--- config.mk ---
export PLATFORM = sky130hd
export DESIGN_NAME = sync_slave_ctrl
export DESIGN_NICKNAME = d
export VERILOG_FILES = /design/src/rtl/sync_slave_pkg.sv /design/src/rtl/sync_req_latch.sv /design/src/rtl/sync_slave_fsm.sv /design/src/rtl/sync_slave_ctrl.sv
export SDC_FILE = /design/constraint.sdc
export NUM_CORES = 1
export LEC_CHECK = 0
export BUFFER_PORTS_ARGS = -buffer_cell sky130_fd_sc_hd__buf_2
export CELL_PAD_IN_SITES_DETAIL_PLACEMENT = 0
export CELL_PAD_IN_SITES_GLOBAL_PLACEMENT = 1
export CORE_ASPECT_RATIO = 1.2
export CORE_MARGIN = 3
export CORE_UTILIZATION = 29
export DETAILED_ROUTE_END_ITERATION = 10
export GPL_TIMING_DRIVEN = 0
export HOLD_SLACK_MARGIN = 0.06
export PLACE_DENSITY_LB_ADDON = 0.1
export SLEW_MARGIN = 30
export SYNTH_ARGS = -nofsm -noshare
export SYNTH_HDL_FRONTEND = slang
export SYNTH_SLANG_ARGS = --single-unit
--- constraint.sdc ---
create_clock -name clk -period 1.2 [get_ports clk]
set_input_delay 0.12 -clock clk [delete_from_list [all_inputs] [get_ports clk]]
set_output_delay 0.12 -clock clk [all_outputs]
set_load 0.005 [all_outputs]
--- src/rtl/sync_slave_pkg.sv ---
package sync_slave_pkg;
  typedef enum logic [2:0] {
    ST_IDLE  = 3'd0,
    ST_LOCAL = 3'd1,
    ST_WAIT  = 3'd2,
    ST_START = 3'd3,
    ST_SYNC  = 3'd4
  } slv_state_t;
endpackage

--- src/rtl/sync_req_latch.sv ---
module sync_req_latch #(
  parameter int W = 8
) (
  input  logic         clk,
  input  logic         rst,
  input  logic         load,
  input  logic [W-1:0] d,
  output logic [W-1:0] q
);
  always_ff @(posedge clk) begin
    if (rst)       q <= '0;
    else if (load) q <= d;
  end
endmodule

--- src/rtl/sync_slave_fsm.sv ---
module sync_slave_fsm
  import sync_slave_pkg::*;
(
  input  logic clk,
  input  logic rst,
  input  logic sreq_i,
  input  logic cancel_en_i,
  input  logic arb_req_i,
  input  logic conv_done_i,
  output logic load_o,
  output logic local_start_o,
  output logic abort_o,
  output logic res_valid_o,
  output logic start_o,
  output logic partner_done_o,
  output logic sync_busy_o,
  output logic partner_busy_o,
  output logic arb_block_o
);
  slv_state_t st, st_n;
  logic lstart_n, abort_n, rvalid_n, start_n, pdone_n;

  always_comb begin
    st_n     = st;
    load_o   = 1'b0;
    lstart_n = 1'b0;
    abort_n  = 1'b0;
    rvalid_n = 1'b0;
    start_n  = 1'b0;
    pdone_n  = 1'b0;
    case (st)
      ST_IDLE: begin
        if (sreq_i) begin
          load_o = 1'b1;
          st_n   = ST_START;
        end else if (arb_req_i) begin
          lstart_n = 1'b1;
          st_n     = ST_LOCAL;
        end
      end
      ST_LOCAL: begin
        if (sreq_i) begin
          load_o = 1'b1;
          if (conv_done_i) begin
            rvalid_n = 1'b1;
            st_n     = ST_START;
          end else if (cancel_en_i) begin
            abort_n = 1'b1;
            st_n    = ST_START;
          end else begin
            st_n = ST_WAIT;
          end
        end else if (conv_done_i) begin
          rvalid_n = 1'b1;
          st_n     = ST_IDLE;
        end
      end
      ST_WAIT: begin
        if (conv_done_i) begin
          rvalid_n = 1'b1;
          st_n     = sreq_i ? ST_START : ST_IDLE;
        end else if (!sreq_i) begin
          st_n = ST_LOCAL;
        end
      end
      ST_START: begin
        if (sreq_i) begin
          start_n = 1'b1;
          st_n    = ST_SYNC;
        end else begin
          st_n = ST_IDLE;
        end
      end
      ST_SYNC: begin
        if (conv_done_i) begin
          pdone_n = 1'b1;
          st_n    = ST_IDLE;
        end
      end
      default: st_n = ST_IDLE;
    endcase
  end

  always_ff @(posedge clk) begin
    if (rst) begin
      st             <= ST_IDLE;
      local_start_o  <= 1'b0;
      abort_o        <= 1'b0;
      res_valid_o    <= 1'b0;
      start_o        <= 1'b0;
      partner_done_o <= 1'b0;
      sync_busy_o    <= 1'b0;
      partner_busy_o <= 1'b0;
      arb_block_o    <= 1'b0;
    end else begin
      st             <= st_n;
      local_start_o  <= lstart_n;
      abort_o        <= abort_n;
      res_valid_o    <= rvalid_n;
      start_o        <= start_n;
      partner_done_o <= pdone_n;
      sync_busy_o    <= (st_n == ST_WAIT) || (st_n == ST_START) || (st_n == ST_SYNC);
      partner_busy_o <= (st_n == ST_SYNC);
      arb_block_o    <= (st_n == ST_WAIT) || (st_n == ST_START);
    end
  end
endmodule

--- src/rtl/sync_slave_ctrl.sv ---
module sync_slave_ctrl #(
  parameter int CH_W   = 4,
  parameter int RES_W  = 2,
  parameter int EMUX_W = 3,
  parameter int GRP_W  = 1
) (
  input  logic              clk,
  input  logic              rst,
  input  logic              sreq_i,
  input  logic [CH_W-1:0]   chan_i,
  input  logic [RES_W-1:0]  res_i,
  input  logic [EMUX_W-1:0] emux_i,
  input  logic [GRP_W-1:0]  grp_i,
  input  logic              cancel_en_i,
  input  logic              arb_req_i,
  input  logic              conv_done_i,
  output logic              local_start_o,
  output logic              abort_o,
  output logic              res_valid_o,
  output logic              ack_o,
  output logic              conv_start_o,
  output logic [CH_W-1:0]   conv_chan_o,
  output logic [RES_W-1:0]  conv_res_o,
  output logic [EMUX_W-1:0] conv_emux_o,
  output logic [GRP_W-1:0]  conv_grp_o,
  output logic              sync_busy_o,
  output logic              partner_busy_o,
  output logic              partner_done_o,
  output logic              arb_block_o
);
  localparam int PW = CH_W + RES_W + EMUX_W + GRP_W;

  logic          load;
  logic          start;
  logic [PW-1:0] bundle_q;

  sync_slave_fsm u_fsm (
    .clk            (clk),
    .rst            (rst),
    .sreq_i         (sreq_i),
    .cancel_en_i    (cancel_en_i),
    .arb_req_i      (arb_req_i),
    .conv_done_i    (conv_done_i),
    .load_o         (load),
    .local_start_o  (local_start_o),
    .abort_o        (abort_o),
    .res_valid_o    (res_valid_o),
    .start_o        (start),
    .partner_done_o (partner_done_o),
    .sync_busy_o    (sync_busy_o),
    .partner_busy_o (partner_busy_o),
    .arb_block_o    (arb_block_o)
  );

  sync_req_latch #(.W(PW)) u_latch (
    .clk  (clk),
    .rst  (rst),
    .load (load),
    .d    ({chan_i, res_i, emux_i, grp_i}),
    .q    (bundle_q)
  );

  assign {conv_chan_o, conv_res_o, conv_emux_o, conv_grp_o} = bundle_q;
  assign ack_o        = start;
  assign conv_start_o = start;
endmodule

==> flow_metrics.tcl <==
set metrics [dict create \
    numPortBuffers 34 \
    fin_nets 149 \
    synth_cell_types 23 \
    violations "setup timing" \
    cts.sink_count 21 \
    rsz0062_at_grt "true" \
    grt_overflow 0 \
    clockBufferDepth 2 \
    path_delay_family "flip-flops" \
    power_mw 1.36 \
    required_ns 1.38 \
    syn_area_per_cell_sq_um 10.2 \
    ant_nets 0 \
    avgViaCountPerCell 4.39 \
    syn_nets 92 \
    critPathKind "reg2reg" \
    diodes 0 \
    drive_above_1_share_pct 42.4 \
    wl_per_cell_um 11.3 \
    max_stage_delay_ns 0.35 \
    period_share_pct 102 \
    grt_pass1_wl_um 2950 \
    cp.arrival_ns 1.41 \
    synth_area_sq_um 776 \
    p_leak_nw 0.591 \
    synth-xor-area-share_pct 1.13 \
    synthTopCellsByCount "dfxtp_1, nor2_1, mux2i_1" \
    yosys-top-cells-area "dfxtp_1, mux2i_1, nor2_1, or3b_1, a21oi_1" \
    hold_viol 0 \
    core-area_sq_mm 0.00242 \
    synth_top_area_share_pct 54.2 \
    maxCapViolations 0 \
    multiInputGateArea_sq_um 343 \
    synth_fa_ha_area_share_pct 0 \
    crit_chain "buf_6 > nor3b_4 > buf_6 > mux2i_1 > nor2_1" \
    path_clk_slew_ns 0.11 \
    fmax_mhz 817 \
    period_minus_slack_ns 1.22 \
    startpoint_type "flip-flop" \
    holdWs_ns 0.0773 \
    setup_violations 8 \
    grt_usage_pct 11.4 \
    vias 716 \
    cp_slowest_cell "dfxtp_2" \
    fill_cells 244 \
    powerDensity_mw_per_mm2 1110 \
    finalMaxSlewViolations 0 \
    synth_mux_area_share_pct 12.9 \
    ff_latch_area_sq_um 427 \
    first_iter_violations 5 \
    start_util_pct 32.0 \
    synth_compound_area_share_pct 6.45 \
    die_area_sq_mm 0.00333 \
    path_depth 5 \
    tightest_slew_ns 0.425 \
    synth_warnings 0 \
    postRouteWirelength_um 1840 \
    tritoncts "built" \
    cp_max_fo 5 \
    final_util_pct 50.6 \
    hold_depth 2 \
    antenna_found_initial 0 \
    grt_pass1_vias 683 \
    outcome "complete, but fails checks" \
    ctsHtreeMaxLevel 1 \
    area_delta_synth_final_pct 58.2 \
    setup_ws_ns -0.0239 \
    end_kind "flip-flop" \
    drcViolationCount 0 \
    cts-root-buf "clkbuf_4" \
    clkLatencyLatePin_ns 0.29 \
    syn_inst 76 \
    pin_count 35 \
    ir_drop_mv 0.694 \
    cts_buffers 3 \
    dp_hpwl_um 1220 \
    synthSimpleGateAreaFrac_pct 20.6 \
    ys_ff_latch 21 \
    synth_flop_cell "dfxtp_1" \
    synth_edf_count 0 \
    gp_congestion 0.743 \
    rows 19 \
    die_width_um 53.2 \
    firstDrtPassIters 2 \
    hp-class "in2reg" \
    chipHeight_um 62.7 \
    grt_max_degree 13 \
    seq_area_frac_synth_pct 54.2 \
    cp_common_cell "buf_6" \
    fin_skew_ns 0.00192 \
    yosysMostFrequentCell "dfxtp_1" \
    crit_buf_inv 2 \
    synth_top_area_cell "dfxtp_1" \
    synth_top_family_by_area "simple AND/OR/NAND/NOR gates" \
    ff2ff_path_depth 5 \
    postSynth.asyncResetShare_pct 0 \
    slew_headroom_pct 71.6 \
]
==> layer usage <==
| layer | share of wire, % | global-route usage [%] | up-vias |
|---|---|---|---|
| li1 | - | - | 374 |
| met3 | 6.6 | 2.39 | 0 |
| met4 | 0 | 3.83 | 0 |
| met2 | 48 | 18.3 | 19 |
| met1 | 45 | 14.7 | 323 |
| met5 | 0 | 0 | - |
==> metrics by stage <==
stage	setup slack, ns	instance area [sq um]	instances	TNS (ns)
5_1_grt	-0.140	1230	163	-1.18
6_report	-0.0239	1230	163	-0.0916
2_1_floorplan	0.0138	783	76	0
3_5_place_dp	-0.130	992	141	-1.25
3_3_place_gp	-0.0910	992	141	-0.927
4_1_cts	-0.0613	1180	158	-0.367
==> cells in the final DEF (no fill, tap or decap), types with 2 or more instances in the layout <==
cell	instances
buf_2	34
dfxtp_1	18
nor2_1	14
dlygate4sd3_1	12
mux2i_1	10
buf_4	6
buf_6	4
a21oi_1	3
clkbuf_4	3
or4b_1	2
a21oi_2	2
inv_1	2
or3b_1	2
nand2_1	2
dfxtp_2	2
==> state kept, by name, indices dropped and copies added (netlist names) <==
register	flops
u_latch.q	10
u_fsm.res_valid_o	1
u_fsm.sync_busy_o	1
u_fsm.abort_o	1
u_fsm.partner_busy_o	1
u_fsm.arb_block_o	1
u_fsm.local_start_o	1
u_fsm.partner_done_o	1
u_fsm.st	3
u_fsm.start_o	1
==> logic make-up after synthesis <==
group	Yosys count
AOI/OAI and AO/OA	8
xor gates and xnor gates	1
buffers and inverters	7
DFF	21
muxes	10
and+or+nand+nor	29
==> repair_timing <==
action / 4_1_cts / 5_1_grt
setup endpoints to repair: 13 / 13
hold endpoints to repair: 13 / 2
cloned: 1 / 0
setup buffers: 1 / 4
pin swaps: 1 / 2
hold buffers: 11 / 1
resized for setup: 13 / 1
==> worst reg2reg max path, delay by kind of cell, from the launching register on <==
| family | cells | cell delay [ns] |
|---|---|---|
| multiplexers | 1 | 0.20 |
| buffers and inverters | 2 | 0.29 |
| AND/OR/NAND/NOR | 2 | 0.27 |
| flip-flops | 1 | 0.35 |
==> final cells by class <==
class,count,share of cell area [%]
Tap cell,31,3.16
Buffer,5,3.67
Multi-Input combinational cell,48,27.9
Clock inverter,1,0.408
Inverter,2,0.612
Timing Repair Buffer,52,27.6
Sequential cell,21,34.8
Clock buffer,3,1.83
==> worst paths after layout <==
check	startpoint	to	slack (ns)
setup / recovery	u_fsm.st[1]	u_latch.q[0]	-0.02
hold / removal	rst	u_fsm.st[2]	0.08
setup reg to reg	u_fsm.st[1]	u_latch.q[0]	-0.02
hold reg to reg	u_latch.q[4]	u_latch.q[4]	0.50
==> report_power, final <==
part,switching (mW),internal (mW),leakage [nW],total [mW]
clock network,0.203,0.124,0.0177,0.327
logic,0.117,0.166,0.400,0.282
registers,0.0182,0.736,0.174,0.754
total,0.338,1.03,0.591,1.36
No activity file was read; power rests on OpenSTA's default activity.
